<file path="config.mk">
export PLATFORM = sky130hd
export DESIGN_NAME = sym45_tx_encoder
export DESIGN_NICKNAME = d
export VERILOG_FILES = /design/src/rtl/sym45_pkg.sv /design/src/rtl/sym45_nibble_map.sv /design/src/rtl/sym45_frame_ctl.sv /design/src/rtl/sym45_out_reg.sv /design/src/rtl/sym45_tx_encoder.sv
export SDC_FILE = /design/constraint.sdc
export NUM_CORES = 1
export LEC_CHECK = 0
export BUFFER_PORTS_ARGS = -buffer_cell sky130_fd_sc_hd__buf_4
export CORE_AREA = 2 2 39 41
export DETAILED_ROUTE_END_ITERATION = 16
export DIE_AREA = 0 0 41 43
export PLACE_DENSITY = 0.69
export SYNTH_ARGS = -nofsm -noshare
export SYNTH_HDL_FRONTEND = slang
export SYNTH_SLANG_ARGS = --single-unit
</file>
<file path="constraint.sdc">
create_clock -name clk -period 4.7 [get_ports clk]
set_input_delay 0.705 -clock clk [delete_from_list [all_inputs] [get_ports clk]]
set_output_delay 0.705 -clock clk [all_outputs]
set_load 0.005 [all_outputs]
</file>
<file path="src/rtl/sym45_pkg.sv">
package sym45_pkg;

  localparam int NIB_W = 4;
  localparam int SYM_W = 5;
  localparam int NIB_N = 1 << NIB_W;

  localparam logic [SYM_W-1:0] SYM_IDLE = 5'b11111;
  localparam logic [SYM_W-1:0] SYM_J    = 5'b11000;
  localparam logic [SYM_W-1:0] SYM_K    = 5'b10001;
  localparam logic [SYM_W-1:0] SYM_T    = 5'b01101;
  localparam logic [SYM_W-1:0] SYM_R    = 5'b00111;
  localparam logic [SYM_W-1:0] SYM_H    = 5'b00100;

  // frame phase held between clocks
  typedef enum logic [1:0] {
    PH_IDLE = 2'd0,
    PH_K    = 2'd1,
    PH_DATA = 2'd2,
    PH_R    = 2'd3
  } tx_phase_e;

  // which symbol the current cycle carries
  typedef enum logic [2:0] {
    SEL_IDLE = 3'd0,
    SEL_J    = 3'd1,
    SEL_K    = 3'd2,
    SEL_T    = 3'd3,
    SEL_R    = 3'd4,
    SEL_H    = 3'd5,
    SEL_DATA = 3'd6
  } sym_sel_e;

  function automatic logic [SYM_W-1:0] nib_to_sym(input logic [NIB_W-1:0] n);
    logic [SYM_W-1:0] s;
    case (n)
      4'h0: s = 5'b11110;
      4'h1: s = 5'b01001;
      4'h2: s = 5'b10100;
      4'h3: s = 5'b10101;
      4'h4: s = 5'b01010;
      4'h5: s = 5'b01011;
      4'h6: s = 5'b01110;
      4'h7: s = 5'b01111;
      4'h8: s = 5'b10010;
      4'h9: s = 5'b10011;
      4'hA: s = 5'b10110;
      4'hB: s = 5'b10111;
      4'hC: s = 5'b11010;
      4'hD: s = 5'b11011;
      4'hE: s = 5'b11100;
      default: s = 5'b11101;
    endcase
    return s;
  endfunction

  // true for any code group the encoder may legally send
  function automatic logic sym_is_legal(input logic [SYM_W-1:0] s);
    logic hit;
    hit = (s == SYM_IDLE) || (s == SYM_J) || (s == SYM_K) ||
          (s == SYM_T) || (s == SYM_R) || (s == SYM_H);
    for (int i = 0; i < NIB_N; i++) begin
      if (nib_to_sym(NIB_W'(i)) == s) hit = 1'b1;
    end
    return hit;
  endfunction

endpackage

</file>
<file path="src/rtl/sym45_nibble_map.sv">
module sym45_nibble_map
  import sym45_pkg::*;
(
  input  logic [NIB_W-1:0] nib_i,
  output logic [SYM_W-1:0] sym_o
);

  always_comb sym_o = nib_to_sym(nib_i);

endmodule

</file>
<file path="src/rtl/sym45_frame_ctl.sv">
module sym45_frame_ctl
  import sym45_pkg::*;
(
  input  logic     clk,
  input  logic     rst_n,
  input  logic     hold_i,
  input  logic     tx_en_i,
  input  logic     tx_er_i,
  output sym_sel_e sel_o
);

  tx_phase_e ph_q, ph_d;

  always_comb begin
    ph_d  = ph_q;
    sel_o = SEL_IDLE;
    unique case (ph_q)
      PH_IDLE: begin
        if (tx_en_i) begin
          sel_o = SEL_J;
          ph_d  = PH_K;
        end
      end
      PH_K: begin
        if (tx_en_i) begin
          sel_o = SEL_K;
          ph_d  = PH_DATA;
        end else begin
          sel_o = SEL_T;
          ph_d  = PH_R;
        end
      end
      PH_DATA: begin
        if (tx_en_i) begin
          sel_o = tx_er_i ? SEL_H : SEL_DATA;
        end else begin
          sel_o = SEL_T;
          ph_d  = PH_R;
        end
      end
      default: begin
        // end delimiter always completes; tx_en here is not looked at
        sel_o = SEL_R;
        ph_d  = PH_IDLE;
      end
    endcase
    if (hold_i) ph_d = PH_IDLE;
  end

  always_ff @(posedge clk) begin
    if (!rst_n) ph_q <= PH_IDLE;
    else        ph_q <= ph_d;
  end

  AST_DATA_AFTER_K: assert property (@(posedge clk) disable iff (!rst_n)
    (ph_q == PH_DATA) |-> $past(ph_q == PH_K || ph_q == PH_DATA));

  AST_R_LEAVES: assert property (@(posedge clk) disable iff (!rst_n)
    (ph_q == PH_R) |=> (ph_q == PH_IDLE));

endmodule

</file>
<file path="src/rtl/sym45_out_reg.sv">
module sym45_out_reg #(
  parameter int               W     = 6,
  parameter logic [W-1:0]     RST_V = '0
) (
  input  logic         clk,
  input  logic         rst_n,
  input  logic [W-1:0] d_i,
  output logic [W-1:0] q_o
);

  for (genvar b = 0; b < W; b++) begin : g_bit
    always_ff @(posedge clk) begin
      if (!rst_n) q_o[b] <= RST_V[b];
      else        q_o[b] <= d_i[b];
    end
  end

endmodule

</file>
<file path="src/rtl/sym45_tx_encoder.sv">
module sym45_tx_encoder
  import sym45_pkg::*;
(
  input  logic             clk,
  input  logic             rst_n,
  input  logic             tx_en,
  input  logic             tx_er,
  input  logic [NIB_W-1:0] txd,
  input  logic             enc_en,
  input  logic             mii_mode,
  output logic [SYM_W-1:0] code_o
);

  localparam int REG_W = SYM_W + 1;

  logic             raw_mode;
  sym_sel_e         sel;
  logic [SYM_W-1:0] data_sym;
  logic [SYM_W-1:0] sym_d;
  logic [REG_W-1:0] reg_q;
  logic             raw_q;

  // raw pass-through only when the MAC side uses the nibble interface
  assign raw_mode = !enc_en && mii_mode;

  sym45_nibble_map u_map (
    .nib_i (txd),
    .sym_o (data_sym)
  );

  sym45_frame_ctl u_ctl (
    .clk     (clk),
    .rst_n   (rst_n),
    .hold_i  (raw_mode),
    .tx_en_i (tx_en),
    .tx_er_i (tx_er),
    .sel_o   (sel)
  );

  always_comb begin
    unique case (sel)
      SEL_J:    sym_d = SYM_J;
      SEL_K:    sym_d = SYM_K;
      SEL_T:    sym_d = SYM_T;
      SEL_R:    sym_d = SYM_R;
      SEL_H:    sym_d = SYM_H;
      SEL_DATA: sym_d = data_sym;
      default:  sym_d = SYM_IDLE;
    endcase
    if (raw_mode) sym_d = {tx_er, txd};
  end

  sym45_out_reg #(
    .W     (REG_W),
    .RST_V ({1'b0, SYM_IDLE})
  ) u_oreg (
    .clk   (clk),
    .rst_n (rst_n),
    .d_i   ({raw_mode, sym_d}),
    .q_o   (reg_q)
  );

  assign raw_q  = reg_q[REG_W-1];
  assign code_o = reg_q[SYM_W-1:0];

  AST_LEGAL_CODE: assert property (@(posedge clk) disable iff (!rst_n)
    !raw_q |-> sym_is_legal(code_o));

  AST_K_OR_T_AFTER_J: assert property (@(posedge clk) disable iff (!rst_n)
    (!raw_q && !raw_mode && code_o == SYM_J) |=> (code_o == SYM_K || code_o == SYM_T));

  AST_R_AFTER_T: assert property (@(posedge clk) disable iff (!rst_n)
    (!raw_q && !raw_mode && code_o == SYM_T) |=> (code_o == SYM_R));

  AST_IDLE_OR_J_AFTER_R: assert property (@(posedge clk) disable iff (!rst_n)
    (!raw_q && !raw_mode && code_o == SYM_R) |=> (code_o == SYM_IDLE || code_o == SYM_J));

  AST_RESET_IDLE: assert property (@(posedge clk)
    $past(!rst_n) |-> (code_o == SYM_IDLE));

endmodule

</file>
## After elaboration in Yosys (flattened, before gate mapping)

Memory sizes are Yosys's and may differ from the RTL's.
Index checks and enable logic that the tools add are counted.
W data, S select, Z words.

| storage, ports and cells | value |
|---|---|
| input bits | 10 |
| memory bits (writable) | 0 |
| output and inout port bits | 5 |
| bits in latches | 0 |
| ROM bits | 80 |
| word-level logic and storage cells | 34 |
| flip-flop bits (word level) | 7 |
| memories | 1 |

Memories:

| memory | depth | bits a word | read ports | clocked after memory_dff | write ports | line | RTL |
|---|---|---|---|---|---|---|---|
| (no name shown) | 16 | 5 | 1 | 0 | 0 | sym45_pkg.sv:35 | `case (n)` |

| operators by class | value |
|---|---|
| order comparisons | 0 |
| bitwise operators | 1 |
| $mul | 0 |
| mux-type cells | 11 |
| eq/ne operators | 10 |
| divide/modulo/power cells | 0 |
| add/subtract/negate cells | 0 |
| shift operators | 0 |
| reduce and logical (&&, ||, !) cells | 5 |

Operators with widths:

| operator | number |
|---|---|
| $pmux W5 S6 | 1 |
| $eq A3 B3 Y1 const B | 3 |
| $pmux W3 S3 | 1 |
| $eq A3 B2 Y1 const B | 2 |
| $mux W2 | 3 |
| $pmux W2 S3 | 1 |
| $mux W5 | 1 |
| $ne A2 B2 Y1 const B | 2 |
| $eq A3 B1 Y1 const B | 1 |
| $mux W1 | 3 |
| $mux W3 | 1 |
| $eq A2 B1 Y1 const B | 1 |
| $eq A2 B2 Y1 const B | 1 |
| $logic_not A2 Y1 | 1 |
| $reduce_and A2 Y1 | 1 |
| $reduce_or A2 Y1 | 1 |
| $logic_and A1 B1 Y1 | 1 |
| $logic_not A1 Y1 | 1 |
| $not A1 Y1 | 1 |

## Depth between registers and ports, before layout

| logic depth | value |
|---|---|
| depth in word-level cells | 6 |
| mapped depth | 7 |
| gate-level depth less buffers | 7 |

## By module

From an unflattened synthesis, not the netlist that was laid out.

| second synthesis, totals | value |
|---|---|
| cells, all modules | 69 |
| area, all modules | 583.1 um2 |

By module, submodules not included:

| module | area each (um2) | cells each | seq. area each (um2) | times used |
|---|---|---|---|---|
| sym45_frame_ctl | 222.7 | 25 | 40.0 | 1 |
| sym45_out_reg | 157.7 | 12 | 120.1 | 1 |
| sym45_tx_encoder | 137.6 | 23 | 0.0 | 1 |
| sym45_nibble_map | 65.1 | 9 | 0.0 | 1 |

## Worst setup path after synthesis

No wires, ideal clock.

| path | value |
|---|---|
| path type | input to register |
| start point | input port tx_en |
| end point | register u_oreg.q_o[0] |
| setup time | 0.118 ns |
| arrival | 1.759 ns |
| setup slack | 2.823 ns |
| stages | 6 |
| data required time | 4.582 ns |
| buffers on the path | 1 |
| cells stage by stage | buf_6 > nor3_4 > a31oi_4 > or4_1 > a21oi_1 > o21ai_1 |

| between the ends | value |
|---|---|
| word-level cells in the longest chain between the ends | 5 |
| elaborated cells between the ends (all ways) | 12 |
| classes of those cells | eq/ne: 6; mux: 6 |

RTL lines:

| item | line | RTL |
|---|---|---|
| start, declared | sym45_tx_encoder.sv:6 | `input logic tx_en,` |
| $mux W3 (tied with other cells) | sym45_frame_ctl.sv:34 | `if (tx_en_i) begin` |
| $pmux W3 S3 (*) | sym45_frame_ctl.sv:17 | `unique case (ph_q)` |
| $eq A3 B3 Y1 (tied with other cells) | sym45_tx_encoder.sv:41 | `unique case (sel)` |
| $pmux W5 S6 (*) | sym45_tx_encoder.sv:41 |  |
| $mux W5 (*) | sym45_tx_encoder.sv:50 | `if (raw_mode) sym_d = {tx_er, txd};` |
| end signal, assigned by index | sym45_out_reg.sv:13 | `if (!rst_n) q_o[b] <= RST_V[b];` |
| end signal, assigned by index | sym45_out_reg.sv:14 | `else q_o[b] <= d_i[b];` |
| end, declared | sym45_out_reg.sv:8 | `output logic [W-1:0] q_o` |

Mark *: on every way between the ends. The rest lies on a longest branch, timed or not.
A chain may end at the register's enable or synchronous reset.

## Worst setup path in the final report

| path | value |
|---|---|
| start point | register u_ctl.ph_q[0] |
| end point | register u_oreg.q_o[4] |

| between the ends | value |
|---|---|
| word-level cells in the longest chain between the ends | 5 |
| elaborated cells between the ends (all ways) | 12 |
| classes of those cells | eq/ne: 8; mux: 3; reduce/logical: 1 |

RTL lines:

| item | line | RTL |
|---|---|---|
| start, declared | sym45_frame_ctl.sv:12 | `tx_phase_e ph_q, ph_d;` |
| start signal, assigned | sym45_frame_ctl.sv:52 | `else ph_q <= ph_d;` |
| $eq A2 B2 Y1 (tied with other cells) | sym45_frame_ctl.sv:17 |  |
| $pmux W3 S3 (*) | sym45_frame_ctl.sv:17 |  |
| $eq A3 B3 Y1 (tied with other cells) | sym45_tx_encoder.sv:41 |  |
| $pmux W5 S6 (*) | sym45_tx_encoder.sv:41 |  |
| $mux W5 (*) | sym45_tx_encoder.sv:50 |  |

Marked as above.

==> flow_summary.toml <==
[status]
outcome = "finished clean"

[placed_design]
dp.cells = 97
hpwlAfterDp_um = 907.3
gp_congestion = 0.7648
numPortBuffers = 14
dp_slack_ns = 2.447

[clocking]
htreeDepth = 1
tritoncts = "done"
root_buffer = "clkbuf_4"
cts_resized = 0
cts_hold_buffers = 0
clock_insertion_delay_worst_skew_ns = 0.24
cts.sinks = 7
clkTransAtPathRegs_ns = 0.05
cts_buffers = 3
cts_setup_buffers = 0
clock_path_buffers = 2

[logic_synthesis]
synth_top_area_cell = "dfxtp_1"
synthesis.nets = 83
async_reset_ff_share_pct = 0
synthTopCellsByCount = "nor2_1, a21oi_1, dfxtp_1, inv_1"
syn-cell-area_sq_um = 543.0
yosysMostFrequentCell = "nor2_1"
synth_top_cell_area_share_pct = 25.81
synth.distinct_cells = 30
ys_ff_latch = 7
synth_area_per_cell_sq_um = 7.870
synth_area_leaders = "dfxtp_1, ha_1, a21oi_1"
synthCells = 69
synth_ff_type = "dfxtp_1"
ys_warn_count = 0
synth_edf_count = 0
ys_seq_area_share_pct = 25.81

[grt]
grt_usage_pct = 14.86
grt-ovfl-total = 0
grt_pass1_wl_mm = 1.780
antenna_found_initial = 0
grt_pass1_vias = 443
grt_max_degree = 12

[timing]
clock_skew_ns = 0.001909
finalSetupViolCount = 0
finalHoldViolCount = 0
fin_crit_ns = 2.169
slew_viol_final = 0
slew_headroom_pct = 44.54
finalWorstSetupSlack_ns = 2.531
hold_ws_ns = 0.5544
tightestPinTransition_ns = 0.8280
fmax_mhz = 461.1
period_share_pct = 46.14
rsz0062_at_grt = "no"
setup_tns_ns = 0

[setup_path]
cp_max_fo = 11
r2r_cells = 6
crit_type = "register to register"
cp.arrival_ns = 2.30
end_kind = "register"
crit_path_max_incr_delay_ns = 0.71
path_cells = "inv_1 > ha_1 > a31oi_1 > o21a_1 > nor3_1 > o32a_1"
start_kind = "register"
worstPathRequired_ns = 4.83
crit_slowest_cell = "a31oi_1"

[cells_and_area]
n_fill_cell = 137
drive_gt1_share_pct = 23.53
multi_input_area_sq_um = 367.9
diodes = 0
area.sequential_sq_um = 140.1
syn_to_final_growth_pct = 24.88
nets = 100
instances_no_fill = 101

[hold_path]
hp-class = "register to register"
hold_path_depth = 2

[power]
max-vdd-ir-drop_uv = 169.6
power.density_mw_per_mm2 = 321.0
p_leak_nw = 0.2877

[drt]
via_per_inst = 5.267
final_antenna_net_count = 0
initialDrtViolationCount = 7
wl_per_cell_um = 10.89
drc = 0
dr.pass1.iters = 4
vias = 532
route.final.wire_length_mm = 1.100

[floorplan]
io_pins = 15
dieArea_sq_mm = 0.001763
initial_utilization_pct = 39.24
coreArea_sq_mm = 0.001384
die_height_um = 43
num_rows = 14
die_w_um = 41

[run]
drv_cap = 0
==> path summary, 6_finish.rpt <==
check                     start       endpoint  slack [ns]
setup / recovery  u_ctl.ph_q[0]  u_oreg.q_o[4]        2.53
hold / removal    u_ctl.ph_q[0]  u_ctl.ph_q[0]        0.55
setup reg to reg  u_ctl.ph_q[0]  u_oreg.q_o[4]        2.53
hold reg to reg   u_ctl.ph_q[0]  u_ctl.ph_q[0]        0.55
==> worst max-delay path, delay by kind of cell, from the launching register on <==
family / cells / cell delay [ns]
flip-flops: 1 / 0.38
AND/OR/NAND/NOR: 1 / 0.04
adder cells (fa/ha/maj): 1 / 0.30
buffers and inverters: 1 / 0.10
AO/OA/AOI/OAI: 3 / 1.22
==> metrics by stage <==
stage / util [%] / area (sq um) / total power (W)
4_1_cts: 49.01 / 678.2 / 0.0002227
3_5_place_dp: 47.11 / 651.9 / 0.0001690
5_1_grt: 49.01 / 678.2 / 0.0002358
6_report: 49.01 / 678.2 / 0.0002177
2_1_floorplan: - / 543.0 / 0.0001405
3_3_place_gp: 47.11 / 651.9 / 0.0001664
==> routing by layer <==
| metal | share of wire [%] | GRT usage (%) | vias up |
|---|---|---|---|
| li1 | - | - | 278 |
| met1 | 43 | 17.36 | 241 |
| met2 | 51 | 22.81 | 13 |
| met3 | 5.6 | 7.853 | 0 |
| met4 | 0 | 4.000 | 0 |
| met5 | 0 | 0 | - |
==> cells by family after synthesis <==
kind of cell	Yosys count	share of synthesized area [%]
simple gates	28	27.42
compound gates	21	27.65
buf+inv	7	6.451
flops	7	25.81
fa+ha+maj	4	9.217
xor+xnor	1	1.613
mux	1	1.843
==> layout make-up <==
class	instances	area share [%]
inverters	5	2.768
clock buffers	4	3.875
repair buffers	14	15.50
well taps	16	2.952
flip-flops and latches	7	20.66
multi-input cells	55	54.24
==> cells in the final DEF, fill, tap and decap left out, types with 3 or more instances in the layout <==
| cell type | n |
|---|---|
| nand2_1 | 3 |
| a21oi_1 | 7 |
| clkbuf_4 | 3 |
| ha_1 | 4 |
| dfxtp_1 | 7 |
| inv_1 | 5 |
| nand2b_1 | 3 |
| nor2_1 | 9 |
| nor3_1 | 4 |
| buf_4 | 14 |
==> power breakdown <==
group | leakage [nW] | internal [W] | switching (W)
combinational | 0.215 | 0.0000446 | 0.0000477
clock | 0.0150 | 0.0000322 | 0.0000192
sequential | 0.0580 | 0.0000693 | 0.00000474
==> registers in the layout, indices dropped and copies added (netlist names) <==
name,cells
u_oreg.q_o,5
u_ctl.ph_q,2
(Power assumes the default switching activity.)
